--- src/rtl/odr_pkg.sv ---
package odr_pkg;

  typedef enum logic {
    RATIO_LO = 1'b0,
    RATIO_HI = 1'b1
  } ratio_e;

  function automatic int unsigned cnt_width(input int unsigned max_div);
    return (max_div < 2) ? 1 : $clog2(max_div);
  endfunction

endpackage

--- src/rtl/odr_reset_sync.sv ---
module odr_reset_sync #(
  parameter int unsigned STAGES = 2
) (
  input  logic clk,
  input  logic rst_n,
  output logic rst_sync_n
);

  logic [STAGES-1:0] chain_q;
  logic [STAGES-1:0] chain_d;

  always_comb begin
    chain_d = {chain_q[STAGES-2:0], 1'b1};
  end

  always_ff @(posedge clk or negedge rst_n) begin
    if (!rst_n) begin
      chain_q <= '0;
    end else begin
      chain_q <= chain_d;
    end
  end

  assign rst_sync_n = chain_q[STAGES-1];

endmodule

--- src/rtl/odr_period_counter.sv ---
module odr_period_counter
  import odr_pkg::*;
#(
  parameter int unsigned DIV_LO = 3,
  parameter int unsigned DIV_HI = 5,
  localparam int unsigned CW = cnt_width(DIV_HI)
) (
  input  logic clk,
  input  logic rst_n,
  input  logic run,
  input  logic sel,
  output logic phase_hi
);

  localparam logic [CW-1:0] LAST_LO = CW'(DIV_LO - 1);
  localparam logic [CW-1:0] LAST_HI = CW'(DIV_HI - 1);
  localparam logic [CW-1:0] MID_LO  = CW'((DIV_LO - 1) / 2);
  localparam logic [CW-1:0] MID_HI  = CW'((DIV_HI - 1) / 2);

  logic [CW-1:0] cnt_q, cnt_d;
  ratio_e        ratio_q, ratio_d;
  logic          phase_q, phase_d;
  logic [CW-1:0] cnt_dec;
  logic [CW-1:0] mid_cur;

  assign cnt_dec = cnt_q - 1'b1;
  assign mid_cur = (ratio_q == RATIO_HI) ? MID_HI : MID_LO;

  always_comb begin
    cnt_d   = cnt_q;
    ratio_d = ratio_q;
    phase_d = phase_q;
    if (!run) begin
      cnt_d   = '0;
      phase_d = 1'b0;
    end else if (cnt_q == '0) begin
      ratio_d = sel ? RATIO_HI : RATIO_LO;
      cnt_d   = sel ? LAST_HI : LAST_LO;
      phase_d = 1'b1;
    end else begin
      cnt_d   = cnt_dec;
      phase_d = (cnt_dec >= mid_cur);
    end
  end

  always_ff @(posedge clk or negedge rst_n) begin
    if (!rst_n) begin
      cnt_q   <= '0;
      ratio_q <= RATIO_LO;
      phase_q <= 1'b0;
    end else begin
      cnt_q   <= cnt_d;
      ratio_q <= ratio_d;
      phase_q <= phase_d;
    end
  end

  assign phase_hi = phase_q;

  // the count never leaves the range of the active ratio
  p_cnt_bound_r2: assert property (@(posedge clk) disable iff (!rst_n)
    cnt_q <= ((ratio_q == RATIO_HI) ? LAST_HI : LAST_LO));

  p_ratio_hold_r7: assert property (@(posedge clk) disable iff (!rst_n)
    (cnt_q != '0) |=> $stable(ratio_q));

endmodule

--- src/rtl/odr_edge_shaper.sv ---
module odr_edge_shaper (
  input  logic clk,
  input  logic rst_n,
  input  logic phase_hi,
  input  logic en_req,
  output logic shaped
);

  logic en_rise_q;
  logic en_fall_q;
  logic lag_q;

  always_ff @(posedge clk or negedge rst_n) begin
    if (!rst_n) begin
      en_rise_q <= 1'b0;
    end else begin
      en_rise_q <= en_req;
    end
  end

  always_ff @(negedge clk or negedge rst_n) begin
    if (!rst_n) begin
      en_fall_q <= 1'b0;
      lag_q     <= 1'b0;
    end else begin
      en_fall_q <= en_rise_q;
      lag_q     <= phase_hi;
    end
  end

  assign shaped = phase_hi & lag_q & en_fall_q;

  p_disabled_low_r6: assert property (@(posedge clk) disable iff (!rst_n)
    !en_fall_q |-> !shaped);

endmodule

--- src/rtl/odd_ratio_clk_div.sv ---
module odd_ratio_clk_div
  import odr_pkg::*;
#(
  parameter int unsigned DIV_LO    = 3,
  parameter int unsigned DIV_HI    = 5,
  parameter int unsigned RST_SYNC  = 2
) (
  input  logic clk_in,
  input  logic rst_n,
  input  logic div_sel,
  input  logic out_en,
  input  logic clk_valid,
  output logic q,
  output logic q_n
);

  logic rst_core_n;
  logic phase_hi;
  logic shaped;

  odr_reset_sync #(
    .STAGES(RST_SYNC)
  ) u_rst (
    .clk       (clk_in),
    .rst_n     (rst_n),
    .rst_sync_n(rst_core_n)
  );

  odr_period_counter #(
    .DIV_LO(DIV_LO),
    .DIV_HI(DIV_HI)
  ) u_cnt (
    .clk     (clk_in),
    .rst_n   (rst_core_n),
    .run     (clk_valid),
    .sel     (div_sel),
    .phase_hi(phase_hi)
  );

  odr_edge_shaper u_shape (
    .clk     (clk_in),
    .rst_n   (rst_core_n),
    .phase_hi(phase_hi),
    .en_req  (out_en),
    .shaped  (shaped)
  );

  assign q   = shaped;
  assign q_n = ~shaped;

  // output held low for every edge seen while reset is low
  always @(posedge clk_in) begin
    if (rst_n == 1'b0) begin
      p_reset_forces_r4: assert (q == 1'b0 && q_n == 1'b1);
    end
  end

  p_park_low_r8: assert property (@(posedge clk_in) disable iff (!rst_core_n)
    !clk_valid |=> !q);

endmodule

--- config.mk ---
export PLATFORM = sky130hd
export DESIGN_NAME = odd_ratio_clk_div
export DESIGN_NICKNAME = d
export VERILOG_FILES = /design/src/rtl/odr_pkg.sv /design/src/rtl/odr_reset_sync.sv /design/src/rtl/odr_period_counter.sv /design/src/rtl/odr_edge_shaper.sv /design/src/rtl/odd_ratio_clk_div.sv
export SDC_FILE = /design/constraint.sdc
export NUM_CORES = 1
export LEC_CHECK = 0
export BUFFER_PORTS_ARGS = -buffer_cell sky130_fd_sc_hd__buf_2
export CORE_AREA = 4 4 41 43
export CTS_BUF_LIST = sky130_fd_sc_hd__clkbuf_16
export CTS_CLUSTER_DIAMETER = 30
export DETAILED_ROUTE_END_ITERATION = 10
export DIE_AREA = 0 0 45 47
export GPL_ROUTABILITY_DRIVEN = 0
export GPL_TIMING_DRIVEN = 0
export MAX_ROUTING_LAYER = met4
export PLACE_DENSITY = 0.62
export SYNTH_ARGS = -nofsm -noshare
export SYNTH_HDL_FRONTEND = slang
export SYNTH_SLANG_ARGS = --single-unit
--- constraint.sdc ---
create_clock -name clk_in -period 0.9 [get_ports clk_in]
set_input_delay 0.135 -clock clk_in [delete_from_list [all_inputs] [get_ports clk_in]]
set_output_delay 0.135 -clock clk_in [all_outputs]
set_load 0.05 [all_outputs]
==> results.py, run 1 <==
metrics = {
    "worst_setup_path": {
        "crit_family": "flip-flops",
        "r2r-start": "u_cnt.cnt_q[0]",
        "cp-end-kind": "output pin",
        "arrival_ns": 1.44,
        "path_buf_inv": 2,
        "crit_required_ns": 0.76,
        "max_stage_delay_ns": 0.42,
        "worst_r2r_endpoint": "u_cnt.phase_hi",
        "r2r_cells": 5,
        "critical_path_class": "register to output pin",
        "path_cells": "nand3_4, clkinvlp_4, buf_8",
        "start_kind": "register",
        "worst-path-stages": 3,
        "worstPathMaxFanout": 2,
        "rrSetupSlack_ns": -0.50,
        "crit_path_top_delay_cell": "dfrtn_1",
    },
    "clocking": {
        "cts_buffers": 3,
        "clkTransAtPathRegs_ns": 0.04,
        "clkSinkCount": 10,
        "clk_path_buf_depth": 2,
        "cts-htree-levels": 1,
        "cts_tree": "done",
        "root_buffer": "clkbuf_16",
        "clock_latency_ns": 0.27,
    },
    "routing": {
        "top_layer": "met4",
        "vias_per_cell": 4.569,
        "firstDrtPassIters": 2,
        "vias": 297,
        "detail_route.wl_per_cell_um": 11.85,
        "wl_met2_um": 382,
        "wirelength_um": 770,
        "drtIter0Drc": 3,
        "drc": 0,
        "wl_met3_um": 51,
        "antenna_left": 0,
        "wl_met1_um": 307,
    },
    "logic_synthesis": {
        "synth_seq_area_share_pct": 59.00,
        "synthCells": 36,
        "synthAdderAreaFrac_pct": 11.80,
        "synth_cell_types": 18,
        "synth_area_per_cell_um2": 11.78,
        "syn_nets": 45,
        "syn_area_um2": 424.2,
        "synth-compound-area-share_pct": 9.735,
        "synth_top_family_by_area": "adder cells",
        "synth-simple-area-share_pct": 10.62,
        "yosysWarnings": 0,
        "yosys.area_share.xor_xnor_pct": 0,
        "synth.area.mux_share_pct": 2.655,
        "ys_ff_latch": 10,
    },
    "layout": {
        "areaGrowthSynthToFinish_pct": 62.83,
        "finish.net_count": 60,
        "drive_gt1_share_pct": 56.00,
        "final_area_um2": 690.7,
        "instances_no_fill": 65,
        "diodes": 0,
    },
    "floorplan": {
        "core-area_um2": 1301,
        "die_h_um": 47,
        "ios": 7,
        "start_util_pct": 32.60,
        "chipWidth_um": 45,
        "rows": 13,
        "dieArea_um2": 2115,
    },
    "global_route": {
        "grt_pass1_wl_mm": 1.221,
        "grt_max_degree": 9,
        "grt_pass1_vias": 277,
        "grt.overflow.total": 0,
        "antenna_found_initial": 0,
        "track_usage_pct": 9.744,
    },
    "sta": {
        "rsz0062_at_grt": "yes",
        "hold_ws_ns": 0.004764,
        "maxSlewViolCount": 0,
        "report.final.setup_viol": 9,
        "setup_slack_ns": -0.6774,
        "skew_ns": 0.03358,
        "finalHoldViolCount": 0,
    },
    "place": {
        "portBuffers": 6,
        "dp_cells": 57,
        "dpl-instance-area_um2": 501.7,
    },
    "worst_hold_path": {
        "hold_depth": 1,
        "hold_class": "input pin to register",
        "hold_path_startpoint": "out_en",
        "whs_endpoint": "u_shape.en_rise_q",
    },
    "pwr": {
        "total_power_mw": 2.808,
        "power_density_nw_per_um2": 4066,
        "peakVddDrop_v": 0.001816,
        "p_leak_nw": 0.3083,
    },
    "run_status": {
        "status": "complete, but fails checks",
        "violations": "setup timing",
    },
    "job": {
        "maxCapViolCount": 0,
    },
}
## how the worst max path moves through the flow
stage,start,to
after floorplan,u_shape.en_fall_q,q
after detailed placement,u_cnt.cnt_q[0],u_cnt.phase_hi
after global routing,u_shape.lag_q,q
final,u_shape.lag_q,q
after global placement,u_cnt.cnt_q[0],u_cnt.phase_hi
after CTS,u_shape.en_fall_q,q
## layout make-up
| type | count | area, um^2 |
|---|---|---|
| Clock buffer | 3 | 75.07 |
| Inverter | 6 | 28.78 |
| Tap cell | 15 | 18.77 |
| Sequential cell | 10 | 250.2 |
| Multi-Input combinational cell | 20 | 235.2 |
| Clock inverter | 1 | 3.754 |
| Timing Repair Buffer | 10 | 78.83 |
| Fill cell | 126 | 610.6 |
## placed cells by master, fill, tap and decap left out
cell and n:
dfrtp_1 8, inv_1 4, buf_2 4, clkbuf_16 3, buf_4 3, nor2_1 2, ha_4 2, dfrtn_1 2
inv_4 1, and2b_2 1, nor2_4 1, a211oi_2 1, nor3_4 1, nand3_4 1, clkinvlp_4 1, inv_2 1
nand2b_4 1, or3_1 1, nand2_1 1, a221oi_2 1, mux2_4 1, o21ai_2 1, a21oi_2 1, a31o_1 1
ha_1 1, ha_2 1, dlygate4sd3_1 1, buf_8 1, buf_6 1, conb_1 1
## cell usage after synthesis
master    instances  area [um^2]
and2b_1           1        7.510
or3_1             1        6.260
nand2b_1          1        6.260
inv_1             6        22.52
a31o_1            1        8.760
mux2_1            1        11.26
nand3_1           1        5.000
nor2_1            3        11.26
o21ai_0           1        5.000
dfrtn_1           2        50.05
a21oi_1           1        5.000
nor3_1            1        5.000
a221oi_2          1        15.01
a211oi_1          1        7.510
nand2_1           1        3.750
ha_1              4        50.05
conb_1            1        3.750
dfrtp_1           8        200.2
## cell families (layout without fill, tap and decap cells)
logic type	after synthesis	in the layout
other cells	1	1
simple gates	9	9
flops	10	10
buf+inv	6	20
mux	1	1
compound gates	5	5
fa+ha+maj	4	4
## flip-flops by register name, summed over array words and instances (netlist names)
name               cells
u_shape.lag_q          1
u_shape.en_rise_q      1
u_rst.chain_q          2
u_cnt.phase_hi         1
u_cnt.cnt_q            3
u_shape.en_fall_q      1
u_cnt.ratio_q          1
## per-layer routing
metal / vias up / track usage, %
met5: - / -
li1: 144 / -
met4: 0 / 10.53
met2: 8 / 13.84
met1: 141 / 9.176
met3: 4 / 4.598
## what timing repair did
item	CTS	global route
setup endpoints to repair	9	9
pin swaps	6	3
setup buffers	2	1
gates resized for setup	15	3
hold endpoints to repair	2	0
hold buffers	1	0
## stage by stage
stage,util [%],setup WS [ns],TNS [ns]
final,53.08,-0.6774,-3.100
after global routing,53.08,-0.6999,-3.429
after CTS,51.15,-0.6821,-3.035
after detailed placement,38.56,-0.6112,-2.866
after global placement,38.56,-0.6319,-2.867
after floorplan,-,-0.5550,-2.318
## power breakdown
part	switching [mW]	total (mW)	leakage, nW	internal [mW]
combinational	0.652	1.36	0.145	0.706
sequential	0.0935	0.675	0.121	0.581
clock	0.195	0.775	0.0423	0.581
Note: power is estimated with default switching activity, not from simulation.
==> run 2, diff against run 1 <==
SKIP_CTS_REPAIR_TIMING = 1   (was unset)
==> run 2 against run 1 <==
  * The run still ends with setup timing left
  * First-iteration DRC count is 33% lower
  * Cell count stayed put
  * Final area is 2.2% lower
  * Critical endpoint is now q_n
  * Register-to-register slack worse by 0.05 ns
==> results.py, run 2 (synthesis gave the netlist of run 1 again) <==
metrics = {
    "run_status": {
        "status": "complete, but fails checks",
        "violations": "setup timing",
    },
    "worst_setup_path": {
        "crit_required_ns": 0.76,
        "critical_path_class": "register to output pin",
        "worstPathMaxFanout": 2,
        "start_kind": "register",
        "cp-end-kind": "output pin",
        "arrival_ns": 1.44,
    },
    "clocking": {
        "cts_buffers": 3,
        "clk_path_buf_depth": 2,
        "root_buffer": "clkbuf_16",
        "clock_latency_ns": 0.27,
        "clkSinkCount": 10,
        "cts-htree-levels": 1,
        "cts_tree": "done",
        "clkTransAtPathRegs_ns": 0.04,
    },
    "routing": {
        "vias_per_cell": 4.415,
        "antenna_left": 0,
        "wl_met3_um": 51,
        "top_layer": "met4",
        "drc": 0,
        "wl_met2_um": 361,
        "vias": 287,
        "drtIter0Drc": 2,
        "firstDrtPassIters": 2,
        "wirelength_um": 733,
        "detail_route.wl_per_cell_um": 11.28,
        "wl_met1_um": 290,
    },
    "layout": {
        "layout_commonest_cell": "dfrtp_1",
        "largest_register_ffs": 3,
        "areaGrowthSynthToFinish_pct": 59.29,
        "drive_gt1_share_pct": 54.00,
        "finish.net_count": 60,
        "diodes": 0,
        "instances_no_fill": 65,
        "top_regs": "u_cnt.cnt_q x3, u_rst.chain_q x2",
        "layout_common_cells": "8 x dfrtp_1, 5 x buf_2, 4 x inv_1",
        "top_register": "u_cnt.cnt_q",
    },
    "sta": {
        "setup_slack_ns": -0.6764,
        "finalHoldViolCount": 0,
        "maxSlewViolCount": 0,
        "hold_ws_ns": 0.005019,
        "report.final.setup_viol": 9,
        "skew_ns": 0.03372,
        "rsz0062_at_grt": "yes",
    },
    "pwr": {
        "power_density_nw_per_um2": 3918,
        "p_seq_share_pct": 25.8,
        "p_leak_nw": 0.2999,
        "peakVddDrop_v": 0.001806,
        "combPwrFrac_pct": 45.0,
        "pwr-share-clk_pct": 29.2,
        "intPower_mw": 1.779,
        "power.net_switching_uw": 868.2,
        "switching_share_pct": 32.79,
    },
    "floorplan": {
        "start_util_pct": 32.60,
        "dieArea_um2": 2115,
        "die_h_um": 47,
        "ios": 7,
        "core-area_um2": 1301,
        "rows": 13,
        "chipWidth_um": 45,
    },
    "global_route": {
        "grt.overflow.total": 0,
        "grt_max_degree": 9,
        "track_usage_pct": 8.258,
        "grt_pass1_wl_mm": 1.014,
        "grt_pass1_vias": 251,
        "antenna_found_initial": 0,
    },
    "worst_hold_path": {
        "hold_class": "input pin to register",
    },
    "place": {
        "dp_cells": 57,
        "portBuffers": 6,
    },
    "job": {
        "maxCapViolCount": 0,
    },
}
-- run 2: cell counts in the layout (fill, tap and decap cells not counted) --
Identical to the previous run, type by type.
-- run 2: through the flow --
stage | cell area (um^2) | total power, mW | setup WS [ns] | TNS (ns) | util [%]
2_1_floorplan | 452.9 | 1.277 | -0.5550 | -2.318 | -
3_3_place_gp | 501.7 | 1.404 | -0.6319 | -2.867 | 38.56
3_5_place_dp | 501.7 | 1.423 | -0.6112 | -2.866 | 38.56
4_1_cts | 580.6 | 2.219 | -0.7732 | -3.534 | 44.62
5_1_grt | 675.6 | 2.840 | -0.6975 | -3.492 | 51.92
6_report | 675.6 | 2.647 | -0.6764 | -3.231 | 51.92
-- run 2: critical path: stages, from the launching register on --
cell     delay (ns)
dfrtn_1        0.42
nand3_4        0.09
buf_2          0.22
-- run 2: worst paths after layout --
check                                 start                end  slack [ns]  depth (start not counted)
max                           u_shape.lag_q                q_n       -0.68                          2
min in group asynchronous  u_rst.chain_q[1]     u_cnt.cnt_q[2]        0.13                          0
max reg2reg                  u_cnt.cnt_q[0]     u_cnt.phase_hi       -0.55                          6
max in group asynchronous  u_rst.chain_q[1]      u_shape.lag_q        0.20                          0
min reg2reg                u_rst.chain_q[1]     u_cnt.cnt_q[2]        0.13                          0
min                                  out_en  u_shape.en_rise_q       0.005                          1
-- run 2: final cells by class --
type,count,area [um^2]
fill,125,625.6
inverter,6,28.78
timing repair buffer,10,72.57
clock buffer,3,75.07
tap,15,18.77
clock inverter,1,3.754
multi-input combinational,20,226.5
sequential,10,250.2
-- run 2: metal layers --
metal	vias up	global-route usage [%]
met1	131	6.824
met2	8	11.58
met5	-	-
li1	144	-
met4	0	10.53
met3	4	4.598
-- run 2: power by group through the flow --
stage / Combinational [mW] / Sequential, mW / Clock, mW
final: 1.19 / 0.683 / 0.772
after global routing: 1.32 / 0.700 / 0.820
after CTS: 0.749 / 0.676 / 0.794
after detailed placement: 0.744 / 0.679 / 0
after global placement: 0.728 / 0.676 / 0
after floorplan: 0.622 / 0.655 / 0
==> run 3, diff against run 2 <==
BUFFER_PORTS_ARGS = unset   (was -buffer_cell sky130_fd_sc_hd__buf_2)
DONT_BUFFER_PORTS = 1   (was unset)
PLACE_DENSITY = 0.58   (was 0.62)
==> run 3 against run 2 <==
  * The run still ends with setup timing left
  * Largest cell class unchanged
  * Die area unchanged
  * Sequential share of layout area increased by 1.9 points
  * Setup slack got worse by 0.17 ns
  * Sequential cell count unchanged
  * Final area decreased by 4.8%
  * First-iteration DRC count decreased by 100%
  * Highest routed layer unchanged
  * Non-clock buffer count decreased by 6
  * Clock skew increased by 0.00050 ns
  * Core utilization decreased by 2.5 points
  * Largest power group unchanged
  * Clock power increased by 2%
  * Sequential power about the same
==> results.py, run 3 (synthesis gave the netlist of run 1 again) <==
metrics = {
    "layout": {
        "top_regs": "u_cnt.cnt_q x3, u_rst.chain_q x2",
        "fin_util_pct": 49.42,
        "layout_common_cells": "8 x dfrtp_1, 3 x nor2_1, 3 x ha_4, 3 x clkbuf_16, 3 x dlygate4sd3_1",
        "drive_gt1_share_pct": 45.45,
        "diodes": 0,
        "areaGrowthSynthToFinish_pct": 51.62,
        "largest_register_ffs": 3,
        "final_area_um2": 643.1,
        "fill_cells": 127,
        "layout_commonest_cell": "dfrtp_1",
        "top_register": "u_cnt.cnt_q",
        "instances_no_fill": 59,
        "finish.net_count": 54,
    },
    "sta": {
        "setup_slack_ns": -0.8454,
        "rsz0062_at_grt": "yes",
        "hold_ws_ns": 0.04070,
        "skew_ns": 0.03422,
        "report.final.setup_viol": 9,
        "maxSlewViolCount": 0,
        "finalSetupTns_ns": -3.065,
        "finalHoldViolCount": 0,
    },
    "run_status": {
        "status": "complete, but fails checks",
        "violations": "setup timing",
    },
    "floorplan": {
        "start_util_pct": 32.60,
        "die_h_um": 47,
        "core-area_um2": 1301,
        "chipWidth_um": 45,
        "dieArea_um2": 2115,
        "rows": 13,
        "ios": 7,
    },
    "global_route": {
        "track_usage_pct": 10.50,
        "antenna_found_initial": 0,
        "grt_pass1_vias": 292,
        "grt_pass1_wl_mm": 1.324,
        "grt_max_degree": 9,
        "grt.overflow.total": 0,
    },
    "pwr": {
        "p_leak_nw": 0.2700,
        "peakVddDrop_v": 0.002080,
        "total_power_mw": 2.583,
        "power_density_nw_per_um2": 4016,
    },
    "place": {
        "portBuffers": 0,
        "dpl-instance-area_um2": 471.7,
        "dp_slack_ns": -0.5709,
        "dp_hpwl_um": 565.5,
        "dp_cells": 51,
    },
    "clocking": {
        "cts_buffers": 3,
        "cts_tree": "done",
        "cts-htree-levels": 1,
        "clkTransAtPathRegs_ns": 0.04,
        "clk_path_buf_depth": 2,
        "clock_latency_ns": 0.27,
        "root_buffer": "clkbuf_16",
        "clkSinkCount": 10,
    },
    "routing": {
        "vias_per_cell": 4.780,
        "vias": 282,
        "wirelength_um": 814,
        "detail_route.wl_per_cell_um": 13.80,
        "antenna_left": 0,
        "drc": 0,
        "firstDrtPassIters": 1,
        "drtIter0Drc": 0,
    },
    "worst_setup_path": {
        "startpoint": "u_shape.en_fall_q",
        "worstPathMaxFanout": 2,
        "critical_path_class": "register to output pin",
        "start_kind": "register",
        "crit_required_ns": 0.76,
        "r2r-start": "u_cnt.cnt_q[0]",
        "cp-end-kind": "output pin",
        "arrival_ns": 1.61,
    },
    "job": {
        "maxCapViolCount": 0,
    },
    "worst_hold_path": {
        "hold_class": "input pin to register",
        "hold_path_startpoint": "div_sel",
    },
}
## run 3: changes by cell type in the layout (fill, tap and decap cells not counted), sizes merged
| cell | change |
|---|---|
| buf | -8 |
| clkinv | +1 |
| dlygate4sd3 | +2 |
| inv | -1 |
## run 3: critical path: stages (launching register included)
cell,delay (ns)
dfrtn_1,0.42
nand3_4,0.20
clkinvlp_4,0.27
## run 3: cell type report
type / instances / area, um^2 / share of cell area (%)
Clock buffer: 3 / 75.07 / 11.67
Clock inverter: 1 / 3.754 / 0.5837
Inverter: 6 / 28.78 / 4.475
Multi-Input combinational cell: 20 / 229.0 / 35.60
Sequential cell: 10 / 250.2 / 38.91
Tap cell: 15 / 18.77 / 2.918
Timing Repair Buffer: 4 / 37.54 / 5.837
## run 3: final timing paths
path | end | slack [ns] | cells past startpoint
min in group asynchronous | u_rst.chain_q[0] | 0.13 | 1
max in group asynchronous | u_shape.lag_q | 0.18 | 0
max | q | -0.85 | 2
min reg2reg | u_cnt.phase_hi | 0.13 | 0
max reg2reg | u_cnt.phase_hi | -0.48 | 6
min | u_cnt.ratio_q | 0.04 | 1
## run 3: metal layers
metal  wire (um)  up-vias  track usage, %
met5           0        -               -
met4          40        0           12.28
met3          56        4           4.215
met2         379        7           14.12
met1         337      138           10.64
li1            -      133               -
## run 3: power breakdown
group	switching [mW]	internal [mW]	total [mW]
registers	0.100	0.582	0.682
clock network	0.204	0.582	0.786
logic	0.565	0.550	1.11
total	0.869	1.71	2.58
